## config.mk

```make
export PLATFORM = sky130hd
export DESIGN_NAME = casc_irq_ctrl
export DESIGN_NICKNAME = d
export VERILOG_FILES = /design/src/rtl/cic_pkg.sv /design/src/rtl/cic_stage.sv /design/src/rtl/cic_vector.sv /design/src/rtl/casc_irq_ctrl.sv
export SDC_FILE = /design/constraint.sdc
export NUM_CORES = 1
export LEC_CHECK = 0
export BUFFER_PORTS_ARGS = -buffer_cell sky130_fd_sc_hd__buf_2
export CAP_MARGIN = 20
export CORE_MARGIN = 2
export CORE_UTILIZATION = 50
export CTS_BUF_LIST = sky130_fd_sc_hd__clkbuf_8 sky130_fd_sc_hd__clkbuf_16
export CTS_CLUSTER_DIAMETER = 150
export DETAILED_ROUTE_END_ITERATION = 10
export HOLD_SLACK_MARGIN = 0.06
export PLACE_DENSITY = 0.72
export SLEW_MARGIN = 20
export SYNTH_ARGS = -nofsm -noshare
export SYNTH_HDL_FRONTEND = slang
export SYNTH_SLANG_ARGS = --single-unit
```

## constraint.sdc

```tcl
create_clock -name clk -period 5.71 [get_ports clk]
set_clock_uncertainty 0.1 [all_clocks]
set_input_delay 0.571 -clock clk [delete_from_list [all_inputs] [get_ports clk]]
set_output_delay 0.571 -clock clk [all_outputs]
set_load 0.005 [all_outputs]
```

## src/rtl/cic_pkg.sv

```systemverilog
package cic_pkg;
  localparam int GRP_W     = 8;
  localparam int NUM_GRP   = 3;
  localparam int ADDR_W    = 4;
  localparam int DATA_W    = 8;
  localparam int VEC_W     = 12;
  localparam int VEC_SHIFT = 4;
  localparam int IDX_W     = $clog2(GRP_W);
  localparam int LINES     = NUM_GRP * GRP_W;
  localparam int LINE_W    = $clog2(LINES);
  localparam logic [VEC_W-1:0] VEC_BASE = 12'h800;
  localparam logic [4:0] EOI_TAG = 5'b11100;
  localparam logic [ADDR_W-1:0] MST_CMD_A  = 4'h0;
  localparam logic [ADDR_W-1:0] MST_MASK_A = 4'h1;

  function automatic logic [ADDR_W-1:0] grp_cmd_addr(input int g);
    case (g)
      0:       return 4'h2;
      1:       return 4'h6;
      default: return 4'h8;
    endcase
  endfunction

  function automatic logic [ADDR_W-1:0] grp_mask_addr(input int g);
    return grp_cmd_addr(g) + 4'h1;
  endfunction

  function automatic logic [IDX_W-1:0] casc_input(input int g);
    case (g)
      0:       return 3'd1;
      1:       return 3'd3;
      default: return 3'd4;
    endcase
  endfunction
endpackage

```

## src/rtl/cic_stage.sv

```systemverilog
module cic_stage
  import cic_pkg::*;
#(
  parameter int W  = GRP_W,
  localparam int IW = $clog2(W)
) (
  input  logic              clk,
  input  logic              rst_n,
  input  logic [W-1:0]      req,
  input  logic              mask_we,
  input  logic              cmd_we,
  input  logic [DATA_W-1:0] wdata,
  input  logic              set_we,
  input  logic [IW-1:0]     set_idx,
  output logic              hit,
  output logic [IW-1:0]     hit_idx
);
  logic [W-1:0] mask_q, mask_d;
  logic [W-1:0] isr_q, isr_d;
  logic         isr_en;
  logic [W-1:0] blocked;
  logic [W-1:0] elig;

  always_comb begin
    mask_d = wdata[W-1:0];
    isr_d  = isr_q;
    if (cmd_we && wdata[DATA_W-1:DATA_W-5] == EOI_TAG)
      isr_d[wdata[IW-1:0]] = 1'b0;
    if (set_we)
      isr_d[set_idx] = 1'b1;
    isr_en = cmd_we | set_we;
  end

  always_comb begin
    blocked[0] = isr_q[0];
    for (int i = 1; i < W; i++) blocked[i] = blocked[i-1] | isr_q[i];
    elig    = req & ~mask_q & ~blocked;
    hit     = |elig;
    hit_idx = '0;
    for (int i = W - 1; i >= 0; i--)
      if (elig[i]) hit_idx = IW'(i);
  end

  always_ff @(posedge clk or negedge rst_n) begin
    if (!rst_n) begin
      mask_q <= '1;
      isr_q  <= '0;
    end else begin
      if (mask_we) mask_q <= mask_d;
      if (isr_en)  isr_q  <= isr_d;
    end
  end
endmodule

```

## src/rtl/cic_vector.sv

```systemverilog
module cic_vector
  import cic_pkg::*;
(
  input  logic [1:0]       grp,
  input  logic [IDX_W-1:0] idx,
  output logic [VEC_W-1:0] vec
);
  logic [LINE_W-1:0] line;
  always_comb begin
    line = LINE_W'(grp) * LINE_W'(GRP_W) + LINE_W'(idx);
    vec  = VEC_BASE + (VEC_W'(line) << VEC_SHIFT);
  end
endmodule

```

## src/rtl/casc_irq_ctrl.sv

```systemverilog
module casc_irq_ctrl
  import cic_pkg::*;
(
  input  logic              clk,
  input  logic              rst_n,
  input  logic              wr_en,
  input  logic [ADDR_W-1:0] wr_addr,
  input  logic [DATA_W-1:0] wr_data,
  input  logic [LINES-1:0]  irq_lines,
  input  logic              int_ack,
  output logic              irq_out,
  output logic [VEC_W-1:0]  irq_vector
);
  logic [NUM_GRP-1:0] g_hit;
  logic [IDX_W-1:0]   g_idx [NUM_GRP];
  logic [GRP_W-1:0]   m_req;
  logic               m_hit;
  logic [IDX_W-1:0]   m_idx;
  logic [1:0]         win_grp;
  logic [IDX_W-1:0]   win_idx;
  logic [VEC_W-1:0]   win_vec;
  logic               irq_q, irq_d;
  logic [VEC_W-1:0]   vec_q, vec_d;
  logic [1:0]         grp_q;
  logic [IDX_W-1:0]   idx_q;
  logic               ack_fire;

  assign ack_fire = int_ack & irq_q;

  for (genvar g = 0; g < NUM_GRP; g++) begin : g_slave
    cic_stage #(.W(GRP_W)) u_stage (
      .clk     (clk),
      .rst_n   (rst_n),
      .req     (irq_lines[g*GRP_W +: GRP_W]),
      .mask_we (wr_en && wr_addr == grp_mask_addr(g)),
      .cmd_we  (wr_en && wr_addr == grp_cmd_addr(g)),
      .wdata   (wr_data),
      .set_we  (ack_fire && grp_q == 2'(g)),
      .set_idx (idx_q),
      .hit     (g_hit[g]),
      .hit_idx (g_idx[g])
    );
  end

  always_comb begin
    m_req = '0;
    for (int g = 0; g < NUM_GRP; g++) m_req[casc_input(g)] = g_hit[g];
  end

  cic_stage #(.W(GRP_W)) u_master (
    .clk     (clk),
    .rst_n   (rst_n),
    .req     (m_req),
    .mask_we (wr_en && wr_addr == MST_MASK_A),
    .cmd_we  (wr_en && wr_addr == MST_CMD_A),
    .wdata   (wr_data),
    .set_we  (ack_fire),
    .set_idx (casc_input(int'(grp_q))),
    .hit     (m_hit),
    .hit_idx (m_idx)
  );

  always_comb begin
    win_grp = '0;
    win_idx = g_idx[0];
    for (int g = 0; g < NUM_GRP; g++)
      if (m_idx == casc_input(g)) begin
        win_grp = 2'(g);
        win_idx = g_idx[g];
      end
  end

  cic_vector u_vec (.grp(win_grp), .idx(win_idx), .vec(win_vec));

  always_comb begin
    irq_d = m_hit;
    vec_d = m_hit ? win_vec : '0;
  end

  always_ff @(posedge clk or negedge rst_n) begin
    if (!rst_n) begin
      irq_q <= 1'b0;
      vec_q <= '0;
      grp_q <= '0;
      idx_q <= '0;
    end else begin
      irq_q <= irq_d;
      vec_q <= vec_d;
      if (m_hit) begin
        grp_q <= win_grp;
        idx_q <= win_idx;
      end
    end
  end

  assign irq_out    = irq_q;
  assign irq_vector = vec_q;
endmodule

```

==> flow_summary.html <==
<table>
<tr><th>Metric</th><th>Value</th></tr>
<tr><th colspan="2">Min path</th></tr>
<tr><td>Worst Hold Class</td><td>in2async</td></tr>
<tr><th colspan="2">Cells and area</th></tr>
<tr><td>Ratio of cells with drive above 1 in the final layout</td><td>a little over a third</td></tr>
<tr><td>Final instance count without filler cells</td><td>approximately 460</td></tr>
<tr><td>Inserted Diodes</td><td>0</td></tr>
<tr><td>Net count reported at finish</td><td>418</td></tr>
<tr><td>Finished Cell Area</td><td>between 3000 and 4000 um2</td></tr>
<tr><td>Area delta synth-&gt;final</td><td>13.3%</td></tr>
<tr><th colspan="2">Routing</th></tr>
<tr><td>Iteration count of the initial detailed-routing pass</td><td>4</td></tr>
<tr><td>Number of routed nets with antenna violations</td><td>0</td></tr>
<tr><td>Wire length after detailed routing</td><td>approximately 8400 um</td></tr>
<tr><td>DRC Markers</td><td>0</td></tr>
<tr><td>Count of routing violations after the opening detailed-route iteration</td><td>230</td></tr>
<tr><td>Vias</td><td>2,752</td></tr>
<tr><td>Vias per cell</td><td>about 6</td></tr>
<tr><td>Average detailed-routed wire length per instance</td><td>approximately 18 um</td></tr>
<tr><th colspan="2">STA</th></tr>
<tr><td>Final period util</td><td>approximately two fifths</td></tr>
<tr><td>Setup total negative slack</td><td>0 ps</td></tr>
<tr><td>Worst slew pin tran</td><td>837 ps</td></tr>
<tr><td>Final worst setup slack</td><td>roughly 3500 ps</td></tr>
<tr><td>Number of setup violations in the final report</td><td>0</td></tr>
<tr><td>Slew Limit Headroom</td><td>44.2%</td></tr>
<tr><td>Timing-limited maximum frequency</td><td>roughly 0.45 GHz</td></tr>
<tr><td>Final critical path time including I/O delays and setup</td><td>roughly 2200 ps</td></tr>
<tr><td>Final Hold Vio Count</td><td>0</td></tr>
<tr><td>Final max-slew violation count</td><td>0</td></tr>
<tr><td>RSZ-0062 raised after global routing</td><td>false</td></tr>
<tr><th colspan="2">Critical path</th></tr>
<tr><td>Origin of the critical flop-to-flop path</td><td>g_slave[1].u_stage.mask_q[4]</td></tr>
<tr><td>Worst-case register-to-register setup slack</td><td>3480 ps</td></tr>
<tr><td>Required time at the endpoint of the critical path</td><td>between 5000 and 6000 ps</td></tr>
<tr><td>Maximum fanout along the worst path</td><td>5</td></tr>
<tr><td>FF-to-FF path depth</td><td>6</td></tr>
<tr><td>Timing startpoint of the critical path</td><td>g_slave[1].u_stage.mask_q[4]</td></tr>
<tr><td>Capture point of the critical path</td><td>idx_q[2]</td></tr>
<tr><td>Startpoint class of the critical path</td><td>flop</td></tr>
<tr><td>Setup CP Type</td><td>reg2reg</td></tr>
<tr><td>Setup crit end kind</td><td>flop</td></tr>
<tr><td>RR Endpoint</td><td>idx_q[2]</td></tr>
<tr><td>WP data arrival</td><td>~2300 ps</td></tr>
<tr><th colspan="2">Place</th></tr>
<tr><td>Final estimated routing congestion in global placement</td><td>around 0.94</td></tr>
<tr><td>Area after DPL</td><td>around 3700 um2</td></tr>
<tr><td>Count of input and output buffers</td><td>46</td></tr>
<tr><td>Post-Place Worst Slack</td><td>3320 ps</td></tr>
<tr><td>Half-perimeter wire length after detailed placement</td><td>between 6000 and 7000 um</td></tr>
<tr><td>DP Cell Count</td><td>around 450</td></tr>
<tr><th colspan="2">Yosys</th></tr>
<tr><td>Syn. warnings</td><td>0</td></tr>
<tr><td>Post-synth ARST share</td><td>100%</td></tr>
<tr><td>Flip-flop and latch count after synthesis</td><td>67</td></tr>
<tr><td>Fraction of the yosys area taken by sequential cells</td><td>around half</td></tr>
<tr><td>Post-synthesis area per instance</td><td>10.4 um2</td></tr>
<tr><td>Gate count after technology mapping</td><td>~330</td></tr>
<tr><td>Number of synthesized flops with an enable pin</td><td>0</td></tr>
<tr><td>Post-synthesis cell area</td><td>3460 um2</td></tr>
<tr><td>Distinct cells, synth</td><td>58</td></tr>
<tr><td>Prevailing post-synth register cell</td><td>dfrtp_1</td></tr>
<tr><th colspan="2">Clock network</th></tr>
<tr><td>CTS tree</td><td>built</td></tr>
<tr><td>Post-CTS clock slew at the launch and capture registers of the worst setup and hold paths</td><td>about 70 ps</td></tr>
<tr><td>Number of buffers created by CTS</td><td>9</td></tr>
<tr><td>Maximum number of buffers from clock root to sink</td><td>2</td></tr>
<tr><td>CTS Root Cell</td><td>clkbuf_8</td></tr>
<tr><td>Post-CTS setup buffer count</td><td>0</td></tr>
<tr><td>Number of hold buffers added after CTS</td><td>0</td></tr>
<tr><td>Clock Latency Late Sink</td><td>between 300 and 400 ps</td></tr>
<tr><td>CTS H-tree depth</td><td>3</td></tr>
<tr><td>Number of resized instances in the post-cts repair step</td><td>0</td></tr>
<tr><td>Sinks on the clock net</td><td>between 60 and 70</td></tr>
<tr><th colspan="2">Floorplan</th></tr>
<tr><td>Horizontal die dimension</td><td>~87 um</td></tr>
<tr><td>Floorplan core area</td><td>~6800 um2</td></tr>
<tr><td>Height of the die</td><td>roughly 87 um</td></tr>
<tr><td>Number of rows created at floorplan</td><td>30</td></tr>
<tr><td>Starting Density</td><td>about 51%</td></tr>
<tr><td>Die outline area</td><td>7610 um2</td></tr>
<tr><td># IOs</td><td>53</td></tr>
<tr><th colspan="2">Run</th></tr>
<tr><td>Max Cap Violations</td><td>0</td></tr>
<tr><th colspan="2">Power</th></tr>
<tr><td>Power after layout</td><td>0.00170 W</td></tr>
<tr><td>Maximum VDD drop</td><td>0.259 mV</td></tr>
<tr><td>P per Cell Area</td><td>432 nW/um2</td></tr>
<tr><td>Leakage</td><td>~1.7 nW</td></tr>
<tr><th colspan="2">GRT</th></tr>
<tr><td>Largest net degree at the start of global routing</td><td>68</td></tr>
<tr><td>Wire length of the first global-routing pass</td><td>between 10,000 and 15,000 um</td></tr>
<tr><td>Antenna violations before repair</td><td>0</td></tr>
<tr><td>Vias in the first global route</td><td>~2.7k</td></tr>
<tr><td>GR Overflow Total</td><td>0</td></tr>
<tr><td>GR Util All Layers</td><td>approximately 23%</td></tr>
<tr><th colspan="2">Status</th></tr>
<tr><td>Outcome</td><td>completed</td></tr>
</table>
==> routing by layer <==
layer | vias to the layer above | global-route usage [%] | share of wire, %
met5 | - | 0 | 0
met4 | 0 | 8.81 | 1.7
met3 | 13 | 3.32 | 5.8
met2 | 84 | 37.6 | 48
met1 | 1364 | 31.8 | 44
li1 | 1291 | - | -
==> cell families after synthesis <==
kind of cell,Yosys count,share of synthesized area (%)
flops,67,49.4
simple gates,113,19.3
compound gates,102,18.4
other cells,1,0.108
buf+inv,23,4.08
mux,27,8.78
==> through the flow <==
step | util [%] | hold slack (ps)
final | 58.1 | 325
after global routing | 58.1 | 399
after CTS | 58.1 | 344
after detailed placement | 54.7 | 378
after global placement | 54.7 | 368
after floorplan | - | 175
==> synth_stat cells (5+ instances only) <==
| cell | n | share of area [%] |
|---|---|---|
| or3b_2 | 5 | 1.3 |
| dfstp_2 | 27 | 20 |
| o21ai_0 | 60 | 8.7 |
| nor2b_1 | 7 | 1.3 |
| clkbuf_1 | 9 | 0.98 |
| nand2b_1 | 10 | 1.8 |
| buf_4 | 7 | 1.5 |
| nand3b_1 | 7 | 1.5 |
| inv_1 | 5 | 0.54 |
| nand2_1 | 22 | 2.4 |
| nand3_1 | 5 | 0.72 |
| nor2_1 | 17 | 1.8 |
| dfrtp_1 | 40 | 29 |
| mux2_2 | 27 | 8.8 |
| nor3_1 | 8 | 1.2 |
| a21oi_1 | 11 | 1.6 |
| or3_1 | 5 | 0.90 |
==> power by group <==
group,internal (W),switching (W)
Clock,0.000267,0.000178
Combinational,0.000223,0.000260
Sequential,0.000644,0.000125
Total,0.00113,0.000563
==> state kept, by name (all words and copies together), names as in the netlist <==
name	count
u_master.mask_q	3
g_slave.u_stage.mask_q	24
idx_q	3
grp_q	2
irq_vector	6
u_master.isr_q	5
g_slave.u_stage.isr_q	24
==> worst max-delay path, stage by stage (launching register included) <==
cell and delay, ps:
dfstp_2 530, nand2b_1 210, o2111ai_1 210, a211oi_2 450, nor2_1 170, a311oi_1 330
a21oi_1 110
==> layout make-up <==
type | count | area (um2)
well taps | 80 | 100
multi-input cells | 248 | 1630
repair buffers | 47 | 238
flip-flops and latches | 67 | 1710
clock inverters | 5 | 76.3
clock buffers | 11 | 151
fillers | 596 | 2830
inverters | 5 | 18.8
==> cells in the final DEF, fill, tap and decap left out, drive strengths merged, types with 3 or more instances in the layout <==
master  instances
a21o            4
conb            6
nor3            8
dfstp          27
nor2b           7
nand3b          7
o21a            4
a21oi          11
or3             6
nand3           5
nor2           18
nand4           3
nand2b         10
mux2           27
dfrtp          40
o21ai          62
nor3b           5
or3b            7
or2b            3
o31ai           3
inv             6
nand2          22
buf            47
clkbuf         11
==> worst min path at each step <==
stage	start	to	slack [ps]	depth (start not counted)
floorplan	rst_n	g_slave[0].u_stage.isr_q[0]	180	0
global placement	u_master.isr_q[2]	u_master.isr_q[2]	370	1
detailed placement	u_master.isr_q[2]	u_master.isr_q[2]	380	1
CTS	rst_n	g_slave[0].u_stage.isr_q[5]	340	2
global route	rst_n	idx_q[1]	400	2
finish	rst_n	g_slave[0].u_stage.isr_q[6]	330	2
(Power assumes the default switching activity.)
